$ cat src/rtl/bank_seq_pkg.sv
package bank_seq_pkg;

    typedef enum logic [1:0] {
        CMD_NOP = 2'd0,
        CMD_PRE = 2'd1,
        CMD_ACT = 2'd2,
        CMD_COL = 2'd3
    } bank_cmd_e;

    typedef enum logic [2:0] {
        SQ_WAIT,
        SQ_PRE,
        SQ_ACT,
        SQ_COL,
        SQ_AUTOPRE
    } seq_state_e;

    localparam int TIMER_CNT = 3;
    localparam int TI_PA = 0;
    localparam int TI_AC = 1;
    localparam int TI_CP = 2;

endpackage

$ cat src/rtl/spacing_timer.sv
module spacing_timer #(
    parameter int DLY_W = 4
) (
    input  logic             clk,
    input  logic             rst_n,
    input  logic             load,
    input  logic [DLY_W-1:0] dly,
    output logic             expired
);
    logic [DLY_W-1:0] cnt;

    // Loading d lets the next command through d cycles later (0 acts as 1).
    always_ff @(posedge clk) begin
        if (!rst_n) begin
            cnt <= '0;
        end else if (load) begin
            cnt <= (dly == '0) ? '0 : dly - 1'b1;
        end else if (cnt != '0) begin
            cnt <= cnt - 1'b1;
        end
    end

    assign expired = (cnt == '0);
endmodule

$ cat src/rtl/row_tracker.sv
module row_tracker #(
    parameter int ROW_W = 14
) (
    input  logic             clk,
    input  logic             rst_n,
    input  logic             do_pre,
    input  logic             do_act,
    input  logic [ROW_W-1:0] act_row,
    input  logic [ROW_W-1:0] probe_row,
    output logic             is_open,
    output logic             probe_hit
);
    logic [ROW_W-1:0] held_row;

    always_ff @(posedge clk) begin
        if (!rst_n) begin
            is_open  <= 1'b0;
            held_row <= '0;
        end else if (do_act) begin
            is_open  <= 1'b1;
            held_row <= act_row;
        end else if (do_pre) begin
            is_open  <= 1'b0;
        end
    end

    assign probe_hit = is_open && (held_row == probe_row);
endmodule

$ cat src/rtl/bank_cmd_seq.sv
module bank_cmd_seq
    import bank_seq_pkg::*;
#(
    parameter int ROW_W = 14,
    parameter int COL_W = 10,
    parameter int DLY_W = 4
) (
    input  logic             clk,
    input  logic             rst_n,
    input  logic             close_page,
    input  logic [DLY_W-1:0] t_pre_act,
    input  logic [DLY_W-1:0] t_act_col,
    input  logic [DLY_W-1:0] t_col_pre,
    input  logic             req_valid,
    output logic             req_ready,
    input  logic [ROW_W-1:0] req_row,
    input  logic [COL_W-1:0] req_col,
    input  logic             req_write,
    output logic [1:0]       cmd,
    output logic [ROW_W-1:0] cmd_row,
    output logic [COL_W-1:0] cmd_col,
    output logic             cmd_write,
    output logic             done,
    output logic             done_hit
);
    seq_state_e st, st_nxt;
    bank_cmd_e  cmd_e;

    logic [ROW_W-1:0] q_row;
    logic [COL_W-1:0] q_col;
    logic             q_wr;
    logic             q_hit;

    logic             bank_open;
    logic             probe_hit;
    logic             accept;

    logic [TIMER_CNT-1:0] tm_load;
    logic [TIMER_CNT-1:0] tm_expired;
    logic [DLY_W-1:0]     tm_dly [TIMER_CNT];

    assign tm_dly[TI_PA] = t_pre_act;
    assign tm_dly[TI_AC] = t_act_col;
    assign tm_dly[TI_CP] = t_col_pre;

    generate
        for (genvar gi = 0; gi < TIMER_CNT; gi++) begin : g_timer
            spacing_timer #(.DLY_W(DLY_W)) u_tm (
                .clk     (clk),
                .rst_n   (rst_n),
                .load    (tm_load[gi]),
                .dly     (tm_dly[gi]),
                .expired (tm_expired[gi])
            );
        end
    endgenerate

    row_tracker #(.ROW_W(ROW_W)) u_rows (
        .clk       (clk),
        .rst_n     (rst_n),
        .do_pre    (cmd_e == CMD_PRE),
        .do_act    (cmd_e == CMD_ACT),
        .act_row   (q_row),
        .probe_row (req_row),
        .is_open   (bank_open),
        .probe_hit (probe_hit)
    );

    assign accept = req_ready && req_valid;

    // State register
    always_ff @(posedge clk) begin
        if (!rst_n) begin
            st <= SQ_WAIT;
        end else begin
            st <= st_nxt;
        end
    end

    // Request capture
    always_ff @(posedge clk) begin
        if (!rst_n) begin
            q_row <= '0;
            q_col <= '0;
            q_wr  <= 1'b0;
            q_hit <= 1'b0;
        end else if (accept) begin
            q_row <= req_row;
            q_col <= req_col;
            q_wr  <= req_write;
            q_hit <= probe_hit;
        end
    end

    // Next state and command outputs
    always_comb begin
        st_nxt    = st;
        cmd_e     = CMD_NOP;
        req_ready = 1'b0;
        done      = 1'b0;
        tm_load   = '0;
        unique case (st)
            SQ_WAIT: begin
                req_ready = 1'b1;
                if (req_valid) begin
                    if (probe_hit) begin
                        st_nxt = SQ_COL;
                    end else if (bank_open) begin
                        st_nxt = SQ_PRE;
                    end else begin
                        st_nxt = SQ_ACT;
                    end
                end
            end
            SQ_PRE: begin
                if (tm_expired[TI_CP]) begin
                    cmd_e          = CMD_PRE;
                    tm_load[TI_PA] = 1'b1;
                    st_nxt         = SQ_ACT;
                end
            end
            SQ_ACT: begin
                if (tm_expired[TI_PA]) begin
                    cmd_e          = CMD_ACT;
                    tm_load[TI_AC] = 1'b1;
                    st_nxt         = SQ_COL;
                end
            end
            SQ_COL: begin
                if (tm_expired[TI_AC]) begin
                    cmd_e          = CMD_COL;
                    done           = 1'b1;
                    tm_load[TI_CP] = 1'b1;
                    st_nxt         = close_page ? SQ_AUTOPRE : SQ_WAIT;
                end
            end
            SQ_AUTOPRE: begin
                if (tm_expired[TI_CP]) begin
                    cmd_e          = CMD_PRE;
                    tm_load[TI_PA] = 1'b1;
                    st_nxt         = SQ_WAIT;
                end
            end
            default: begin
                st_nxt = SQ_WAIT;
            end
        endcase
    end

    assign cmd       = cmd_e;
    assign cmd_row   = q_row;
    assign cmd_col   = q_col;
    assign cmd_write = q_wr && (cmd_e == CMD_COL);
    assign done_hit  = done && q_hit;
endmodule

$ cat config.mk
export PLATFORM = sky130hd
export DESIGN_NAME = bank_cmd_seq
export DESIGN_NICKNAME = d
export VERILOG_FILES = /design/src/rtl/bank_seq_pkg.sv /design/src/rtl/spacing_timer.sv /design/src/rtl/row_tracker.sv /design/src/rtl/bank_cmd_seq.sv
export SDC_FILE = /design/constraint.sdc
export NUM_CORES = 1
export LEC_CHECK = 0
export BUFFER_PORTS_ARGS = -buffer_cell sky130_fd_sc_hd__buf_2
export CAP_MARGIN = 30
export CORE_MARGIN = 4
export CORE_UTILIZATION = 48
export DETAILED_ROUTE_END_ITERATION = 16
export GPL_TIMING_DRIVEN = 0
export PLACE_DENSITY = 0.74
export SETUP_SLACK_MARGIN = 0.15
export SLEW_MARGIN = 5
export SYNTH_ARGS = -nofsm -noshare
export SYNTH_HDL_FRONTEND = slang
export SYNTH_HIERARCHICAL = 1
export SYNTH_SLANG_ARGS = --single-unit
export TNS_END_PERCENT = 30
$ cat constraint.sdc
create_clock -name clk -period 2.1 [get_ports clk]
set_clock_uncertainty 0.1 [all_clocks]
set_input_delay 0.42 -clock clk [delete_from_list [all_inputs] [get_ports clk]]
set_output_delay 0.42 -clock clk [all_outputs]
set_load 0.005 [all_outputs]
==> out/metrics.yaml <==
pwr:
  ir_drop_mv: 0.7866
  p_leak_nw: 1.474
  powerDensity_mw_per_mm2: 1146
global_routing:
  use_met1_pct: 20.76
  grt.met3_usage_pct: 3.301
  grt_max_degree: 32
  grt-busiest-layer: "met2"
  grt_usage_pct: 17.73
  grt_overflow: 0
  antenna_found_initial: 0
  grt_pass1_wl_um: 10720
  use_met2_pct: 33.33
  first_global_vias: 2455
worst_setup_path:
  max_stage_delay_ps: 350
  cpMaxStageDelayCell: "dfxtp_2"
  cp_max_fo: 8
  crit_arrival_ps: 1660
  reg2regPathDepth: 8
  startpoint_type: "flip-flop"
  required_ps: 1580
  cp_common_cell: "buf_6"
  cp_cell_sequence: "inv_2 -> ha_4 -> nor3b_4 -> and3_4 -> buf_6 -> or2_4 -> buf_6"
  endpoint_kind: "primary output"
  path_class: "flip-flop to primary output"
synth:
  synth_edf_count: 0
  syn_avg_cell_area_um2: 8.828
  ys.flop_type: "dfxtp_1"
  synthCells: 325
  synth_area_leaders: "dfxtp_1 39%, nand2_1 8.9%, mux2i_1 7.3%"
  ys_seq_area_share_pct: 39.08
  synth_commonest_cells: "68 x nand2_1, 56 x dfxtp_1, 21 x mux2i_1"
  async_reset_ff_share_pct: 0
  synth_warnings: 6
  synth_top_area_cell: "dfxtp_1"
  post-synth-top-count-cell: "nand2_1"
  synth-seq-cells: 56
  syn_nets: 369
  synth_top_area_share_pct: 39.08
  syn_area_mm2: 0.002869
  ys_types: 40
detailed_routing:
  drc_errors: 0
  drt-wirelength-per-cell_um: 13.32
  vias: 2512
  drtIter0Drc: 92
  drt_wl_total_um: 6474
  dr.pass1.iters: 4
  postRouteAntennaNets: 0
  vias_per_cell: 5.169
floorplanning:
  dieArea_mm2: 0.007278
  die_y_um: 85.31
  floorplan.initialDensity_pct: 50.85
  ios: 71
  std_cell_rows: 27
  die_w_um: 85.31
  core_area_mm2: 0.005642
clock_network:
  clockRootBuffer: "clkbuf_8"
  cts_tree: "done"
  path_clk_slew_ps: 100
  clock_sinks: 56
  cts.path.max_buffers: 2
  holdBufCountCts: 0
  cts.htree.levels: 2
  insertion_delay_ps: 300
  cts_buffers: 5
sta:
  hold_viol: 0
  fin_crit_ps: 2177
  worst_pin_slew_ps: 520.2
  drv_slew: 0
  layout_setup_ws_ps: -77.40
  post-route-period-util_pct: 103.7
  timing.fmax_mhz: 459.3
  slew_headroom_pct: 65.32
  setup_viol: 5
  rsz0062_at_grt: "yes"
finish:
  antenna_cells: 0
  drive_gt1_share_pct: 31.40
  fin_util_pct: 63.45
  nets: 457
  area_growth_pct: 24.77
outcome:
  violations: "setup timing"
  status: "finished with violations"
job:
  maxCapViolCount: 0
placed_design:
  portBuffers: 70
  place.detailed.hpwl_um: 4535
  finalWeightedCongestion: 0.7750
  dpl_worst_slack_ps: -204.2
worst_hold_path:
  whs_path_depth: 3
  hp-class: "input pin to flip-flop"
## what timing repair did
item | in CTS | in global routing
setup buffers | 9 | 2
setup endpoints to repair | 10 | 17
resized for setup | 14 | 14
pin swaps | 2 | 3
## worst max-delay path: cells and delay by family, from the launching register on
| kind | cells | cell delay (ps) |
|---|---|---|
| adders and majority gates | 1 | 150 |
| buffers and inverters | 3 | 290 |
| DFF | 1 | 350 |
| and+or+nand+nor | 3 | 560 |
## path summary, 6_finish.rpt
check | start | to | slack [ps]
hold / removal | req_col[8] | cmd_col[8] | 240
hold reg to reg | q_wr | q_wr | 360
setup reg to reg | g_timer[2].u_tm/cnt[0] | g_timer[0].u_tm/cnt[0] | 230
setup / recovery | g_timer[1].u_tm/cnt[1] | cmd[0] | -80
## state kept, by name, indices dropped and copies added (netlist names)
register,count
st,3
g_timer.u_tm/cnt,12
u_rows/held_row,14
cmd_col,10
q_hit,1
q_wr,1
cmd_row,14
u_rows/is_open,1
## cell type report
type                    instances  area, um^2
flip-flops and latches         56        1127
plain buffers                  15       122.6
multi-input cells             247        1675
clock buffers                   6       72.57
inverters                       7       26.28
repair buffers                 81       449.2
clock inverters                 2       16.27
fillers                       491        2062
well taps                      72       90.09
## per-stage QoR
stage / setup TNS [ps] / total power, mW / instance area, um^2 / cells / hold slack (ps)
after global routing: -604.7 / 4.400 / 3580 / 486 / 234.1
final: -298.0 / 4.102 / 3580 / 486 / 240.8
after detailed placement: -431.4 / 3.204 / 3314 / 467 / 342.2
after global placement: -326.4 / 3.157 / 3314 / 467 / 337.4
after floorplan: 0 / 2.765 / 2874 / 325 / 330.5
after CTS: -256.7 / 3.996 / 3513 / 484 / 231.5
## where the power goes
part	total (mW)	leakage (nW)	internal (mW)	switching, mW
clock	0.590	0.0414	0.238	0.352
sequential	1.48	0.459	1.29	0.190
combinational	2.03	0.973	1.06	0.972
## routing by layer
layer	vias up	routed length (um)	share of wire [%]
li1	1293	-	-
met1	1168	2926	45
met2	46	3224	50
met3	5	274	4.2
met4	0	48	0.74
met5	-	0	0
## cells by family after synthesis
group                      share of synthesized area [%]
and+or+nand+nor                                    28.74
AOI/OAI and AO/OA                                  14.17
DFF                                                39.08
buffers and inverters                              4.797
muxes                                              7.327
xor gates and xnor gates                           4.579
adders and majority gates                          1.308
## placed cells by master, fill, tap and decap left out, types with 4 or more instances in the layout
cell type / netlist / routed
buf_4: 0 / 10
nor3_1: 9 / 8
a21oi_1: 7 / 7
nor2b_1: 16 / 16
mux2i_1: 21 / 21
xnor2_1: 15 / 15
nor3b_4: 3 / 4
nor4b_1: 7 / 7
inv_2: 0 / 4
dfxtp_2: 0 / 5
buf_6: 5 / 9
dfxtp_1: 56 / 51
a21boi_0: 7 / 7
buf_2: 5 / 72
nor2_1: 16 / 16
clkbuf_1: 4 / 5
o21a_1: 4 / 4
a21boi_1: 20 / 20
nand2_1: 68 / 68
clkbuf_8: 0 / 5
Note: power is estimated with default switching activity, not from simulation.
